**src/rtl/membus_pkg.sv**
```systemverilog
package membus_pkg;

    typedef enum logic [1:0] {
        CYC_IDLE = 2'd0,
        CYC_ADDR = 2'd1,
        CYC_DATA = 2'd2
    } cyc_state_e;

    typedef struct packed {
        logic rom;
        logic ram;
        logic intr;
    } region_hit_t;

endpackage

```
**src/rtl/mbd_lo_latch.sv**
```systemverilog
module mbd_lo_latch #(
    parameter int DW = 8
) (
    input  logic          clk,
    input  logic          rst_n,
    input  logic          capture_i,
    input  logic [DW-1:0] bus_i,
    output logic [DW-1:0] lo_o
);

    logic [DW-1:0] lo_q;

    // Follows the shared bus while the strobe is high, then freezes.
    always_ff @(posedge clk or negedge rst_n) begin
        if (!rst_n) begin
            lo_q <= '0;
        end else if (capture_i) begin
            lo_q <= bus_i;
        end
    end

    assign lo_o = lo_q;

endmodule

```
**src/rtl/mbd_cycle_fsm.sv**
```systemverilog
module mbd_cycle_fsm
    import membus_pkg::*;
(
    input  logic clk,
    input  logic rst_n,
    input  logic as_i,
    input  logic e_i,
    output logic addr_phase_o,
    output logic data_phase_o
);

    cyc_state_e state_q;
    cyc_state_e state_d;

    // State register
    always_ff @(posedge clk or negedge rst_n) begin
        if (!rst_n) begin
            state_q <= CYC_IDLE;
        end else begin
            state_q <= state_d;
        end
    end

    // Next state
    always_comb begin
        state_d = state_q;
        unique case (state_q)
            CYC_IDLE: if (as_i) state_d = CYC_ADDR;            // start
            CYC_ADDR: if (!as_i) state_d = CYC_DATA;           // latch
            CYC_DATA: begin
                if (as_i) state_d = CYC_ADDR;                  // restart
                else if (!e_i) state_d = CYC_IDLE;             // finish
            end
            default: state_d = CYC_IDLE;
        endcase
    end

    // Outputs
    always_comb begin
        addr_phase_o = 1'b0;
        data_phase_o = 1'b0;
        unique case (state_q)
            CYC_IDLE: ;
            CYC_ADDR: addr_phase_o = 1'b1;
            CYC_DATA: data_phase_o = 1'b1;
            default: ;
        endcase
    end

endmodule

```
**src/rtl/mbd_region_decode.sv**
```systemverilog
module mbd_region_decode
    import membus_pkg::*;
#(
    parameter int          AW         = 16,
    parameter int          N_LATCH    = 4,
    parameter logic [AW-1:0] ROM_START  = 16'h2000,
    parameter logic [AW-1:0] RAM_START  = 16'h0400,
    parameter logic [AW-1:0] LATCH_BASE = 16'h0200,
    parameter int          LATCH_SPAN = 512
) (
    input  logic [AW-1:0]      addr_i,
    output region_hit_t        hit_o,
    output logic [N_LATCH-1:0] latch_hit_o
);

    localparam int SUB_SPAN = LATCH_SPAN / N_LATCH;

    logic [AW:0] a_ext;
    assign a_ext = {1'b0, addr_i};

    always_comb begin
        hit_o.rom  = a_ext >= {1'b0, ROM_START};
        hit_o.ram  = (a_ext >= {1'b0, RAM_START}) && (a_ext < {1'b0, ROM_START});
        hit_o.intr = a_ext < {1'b0, RAM_START};
    end

    for (genvar k = 0; k < N_LATCH; k++) begin : g_latch
        localparam logic [AW:0] LO = (AW+1)'(LATCH_BASE) + (AW+1)'(k * SUB_SPAN);
        localparam logic [AW:0] HI = LO + (AW+1)'(SUB_SPAN);
        assign latch_hit_o[k] = (a_ext >= LO) && (a_ext < HI);
    end

endmodule

```
**src/rtl/membus_decoder.sv**
```systemverilog
module membus_decoder
    import membus_pkg::*;
#(
    parameter int AW      = 16,
    parameter int DW      = 8,
    parameter int N_LATCH = 4
) (
    input  logic               clk,
    input  logic               rst_n,
    input  logic               as_i,
    input  logic               e_i,
    input  logic               rw_i,
    input  logic [AW-DW-1:0]   hi_addr_i,
    input  logic [DW-1:0]      ad_i,
    output logic [AW-1:0]      addr_o,
    output logic               rom_cs_n,
    output logic               rom_oe_n,
    output logic               ram_cs_n,
    output logic               ram_we_n,
    output logic               int_sel_o,
    output logic [N_LATCH-1:0] latch_sel_n
);

    logic [DW-1:0]      lo_byte;
    logic               addr_phase;
    logic               data_phase;
    region_hit_t        hit;
    logic [N_LATCH-1:0] latch_hit;
    logic               wr_strobe;
    logic               rd_strobe;

    mbd_lo_latch #(.DW(DW)) u_lo (
        .clk       (clk),
        .rst_n     (rst_n),
        .capture_i (as_i),
        .bus_i     (ad_i),
        .lo_o      (lo_byte)
    );

    mbd_cycle_fsm u_fsm (
        .clk          (clk),
        .rst_n        (rst_n),
        .as_i         (as_i),
        .e_i          (e_i),
        .addr_phase_o (addr_phase),
        .data_phase_o (data_phase)
    );

    assign addr_o = {hi_addr_i, lo_byte};

    mbd_region_decode #(
        .AW      (AW),
        .N_LATCH (N_LATCH)
    ) u_dec (
        .addr_i      (addr_o),
        .hit_o       (hit),
        .latch_hit_o (latch_hit)
    );

    assign wr_strobe = data_phase && e_i && !rw_i;
    assign rd_strobe = data_phase && e_i && rw_i;

    always_comb begin
        rom_cs_n  = !(data_phase && hit.rom);
        ram_cs_n  = !(data_phase && hit.ram);
        int_sel_o = data_phase && hit.intr && !addr_phase;
        rom_oe_n  = !(rd_strobe && hit.rom);
        // reset gates the write path without passing through a register
        ram_we_n  = !(wr_strobe && hit.ram && rst_n);
    end

    for (genvar k = 0; k < N_LATCH; k++) begin : g_lsel
        assign latch_sel_n[k] = !(wr_strobe && latch_hit[k]);
    end

endmodule

```
**config.mk**
```make
export PLATFORM = sky130hd
export DESIGN_NAME = membus_decoder
export DESIGN_NICKNAME = d
export VERILOG_FILES = /design/src/rtl/membus_pkg.sv /design/src/rtl/mbd_lo_latch.sv /design/src/rtl/mbd_cycle_fsm.sv /design/src/rtl/mbd_region_decode.sv /design/src/rtl/membus_decoder.sv
export SDC_FILE = /design/constraint.sdc
export NUM_CORES = 1
export LEC_CHECK = 0
export BUFFER_PORTS_ARGS = -buffer_cell sky130_fd_sc_hd__buf_2
export CAP_MARGIN = 15
export CORE_MARGIN = 2
export CORE_UTILIZATION = 35
export CTS_CLUSTER_SIZE = 20
export DETAILED_ROUTE_END_ITERATION = 12
export GPL_TIMING_DRIVEN = 1
export PLACE_DENSITY = 0.78
export SETUP_SLACK_MARGIN = 0.15
export SLEW_MARGIN = 20
export SYNTH_ARGS = -nofsm -noshare
export SYNTH_HDL_FRONTEND = slang
export SYNTH_HIERARCHICAL = 1
export SYNTH_SLANG_ARGS = --single-unit
```
**constraint.sdc**
```tcl
create_clock -name clk -period 1.3 [get_ports clk]
set_clock_uncertainty 0.2 [all_clocks]
set_input_delay 0.195 -clock clk [delete_from_list [all_inputs] [get_ports clk]]
set_output_delay 0.195 -clock clk [all_outputs]
set_load 0.005 [all_outputs]
```
==> metrics.txt <==
run status=complete, but fails checks; violations in the final reports=negative hold slack, negative setup slack; remaining antenna violation count after routing=0; Detailed Route Iter0 Violations=7; Pins Over Slew Limit=0; CTS Root Cell=clkbuf_4; post-route insts no fill=140; largest buffer count on any clock path=2; depth of the worst register-to-register path=3; fraction of synthesized area in multiplexers=between 10% and 20%; FILL cells=between 150 and 200; number of placed instances with taps included=approximately 120; reported max-cap violation count=0; I/O pin cnt=between 40 and 50; post-synthesis compound-gate area fraction=about 2.6%; setup repair after global routing missed its margin=true; global-route usage over all layers=14.6%; worst-path cell chain=or4bb_4 > nor4_2 > nand2_1 > buf_2; initial antenna violation count=0; top library cells by usage in the layout, fill and taps aside=buf_2 (42), buf_4 (10), dfrtp_1 (10); mean instance size in the synthesized netlist=about 11 sq um; Cell Rows=15; global-route wire length before repair=approximately 2200 microns; portion of the post-synthesis area used by sequential elements=between 40% and 50%; launching point of the worst reg2reg path=u_lo/lo_o[7]; aggregate global routing overflow=0; warnings from Yosys=6; fraction of the mapped netlist area in simple logic gates=a little under a quarter; pin count of the biggest net entering global routing=11; cell area after synthesis=about 630 sq um; critical path's largest stage delay=~470 ps; cell at the slowest stage of the critical path=or4bb_4; fraction of final layout cells with drive strength greater than 1=roughly three quarters; die area=2140 sq um; Inserted Clock Buffers=3; core area=roughly 1700 sq um; count of TritonRoute iterations in the first routing pass=4; clock period minus final worst setup slack=roughly 1800 ps; total detailed-routing wirelength=roughly 1600 microns; number of setup violations in the final report=10; total via count after detailed routing=637; clock transition at the register clock pins on the worst setup and hold paths after CTS=roughly 70 ps; setup ws final=-519 ps; critical path's top delay family=simple AND/OR/NAND/NOR gates; Area Growth Syn to Fin=75.2%; H-tree levels=1; die extent in y=46.3 microns; syn_nets=77; Cell variety after synth=18; number of buffers added to fix hold violations after cts=8; Endpoint, Worst Hold=u_lo/lo_o[6]; Power, Total=0.000898 W; via count of the first global-routing pass=slightly below 600; number of vias per cell after detailed routing=4.55; number of sinks handled by clock tree synthesis=10; commonest non-fill, non-tap cell in the layout=buf_2; xor/xnor share of the synthesized area=0%; dpl hpwl=roughly 1100 microns; Relative slew margins=about four fifths; combinational family with the most area after synthesis=simple AND/OR/NAND/NOR gates; Fin. Hold Viols=1; required time of the critical path=900 ps; RR Endpoint=u_lo/lo_o[7]; diode insertion count for antenna repair=0; maximum resistive drop on vdd=0.000655 V; final period utilization=140%; Die Wd=approximately 46 microns; Hold Path Class=input port to flip-flop; worst hold start=ad_i[6]; routed wire length per instance=roughly 12 microns; pre-CTS WS=-345 ps; DRC violations left=0; power density over the cells=between 800 and 900 nW/um^2; Hold Worst Slack=-25.3 ps; Setup Crit Path Kind=flip-flop to primary output; flop and latch count out of synthesis=10; maximum fanout along the worst path=2; Gate Count Post-Synth=56; kind of end point of the critical path=primary output; placer's final routability congestion estimate=between 0.6 and 0.7; Port Buffers=45; Crit path arrival time=1420 ps; Buffers & Inverters on Critical Path=1; post-synthesis adder-cell area fraction=0%; setup slack on the worst flop-to-flop path=roughly 120 ps; Critical Path Source Type=flip-flop; Clk Latency, worst-skew pair=260 ps; leakage component of the power=0.554 nW; starting density of the core=a little over a third; net count reported at finish=137; worst-margin pin slew=around 300 ps; number of stages on the worst hold path=2; clock tree from TritonCTS=done; maximum achievable frequency=0.550 GHz
## timing repair
item,CTS,global route
gates cloned,0,0
pin swaps,5,3
endpoints found under the hold margin,18,1
setup buffers,3,2
gates resized for setup,8,7
endpoints found under the setup margin,17,20
## flip-flops by register name (all words and copies together), names as in the netlist
signal,count
u_fsm/state_q,2
u_lo/lo_o,8
## cell usage after synthesis
| master | n | area [sq um] |
|---|---|---|
| a21boi_0 | 1 | 7.51 |
| nand2b_1 | 2 | 12.5 |
| buf_4 | 8 | 60.1 |
| nand3_2 | 1 | 10.0 |
| a21oi_2 | 1 | 8.76 |
| buf_6 | 2 | 22.5 |
| inv_1 | 2 | 7.51 |
| dfrtp_1 | 10 | 250 |
| nor4_1 | 4 | 25.0 |
| or4bb_1 | 1 | 11.3 |
| and2b_2 | 2 | 17.5 |
| nor2_1 | 2 | 7.51 |
| nand4_1 | 1 | 6.26 |
| and3b_4 | 1 | 12.5 |
| or3_1 | 2 | 12.5 |
| mux2_4 | 8 | 120 |
| nand3b_1 | 1 | 7.51 |
| nand2_1 | 7 | 26.3 |
## where the power goes
group | internal, W | switching (W) | leakage [nW]
registers | 0.000340 | 0.0000172 | 0.119
clock network | 0.000170 | 0.000110 | 0.0210
logic | 0.000168 | 0.0000923 | 0.414
total | 0.000679 | 0.000219 | 0.554
## cells by family after synthesis
family	count (synthesis)
AND/OR/NAND/NOR	24
multiplexers	8
flip-flops	10
AO/OA/AOI/OAI	2
buffers and inverters	12
## how the worst max path moves through the flow
| stage | startpoint | end | depth (start not counted) |
|---|---|---|---|
| 2_1_floorplan | u_lo/lo_o[7] | latch_sel_n[3] | 3 |
| 3_3_place_gp | hi_addr_i[6] | latch_sel_n[1] | 5 |
| 3_5_place_dp | hi_addr_i[6] | latch_sel_n[0] | 5 |
| 4_1_cts | u_lo/lo_o[7] | latch_sel_n[3] | 4 |
| 5_1_grt | u_lo/lo_o[7] | latch_sel_n[1] | 4 |
| 6_report | u_lo/lo_o[7] | latch_sel_n[1] | 4 |
## final cells by class
class	count	area, sq um	area share (%)
clock buffers	4	36.3	3.31
flip-flops and latches	10	250	22.8
well taps	25	31.3	2.85
inverters	2	7.51	0.685
multi-input cells	34	344	31.4
repair buffers	65	427	38.9
## stage by stage
stage	setup TNS [ps]	cell area [sq um]	util [%]
floorplan	-556	641	-
global placement	-2570	867	50.8
detailed placement	-2720	867	50.8
CTS	-3230	1050	61.5
global route	-3850	1100	64.2
finish	-3250	1100	64.2
## per-layer routing
metal / wire length [microns] / up-vias / GRT usage [%]
met1: 605 / 291 / 15.8
met4: 0 / 0 / 5.14
met5: 0 / - / 0
met2: 887 / 43 / 28.6
li1: - / 303 / -
met3: 128 / 0 / 1.18
Power figures use the tool's default switching activity.
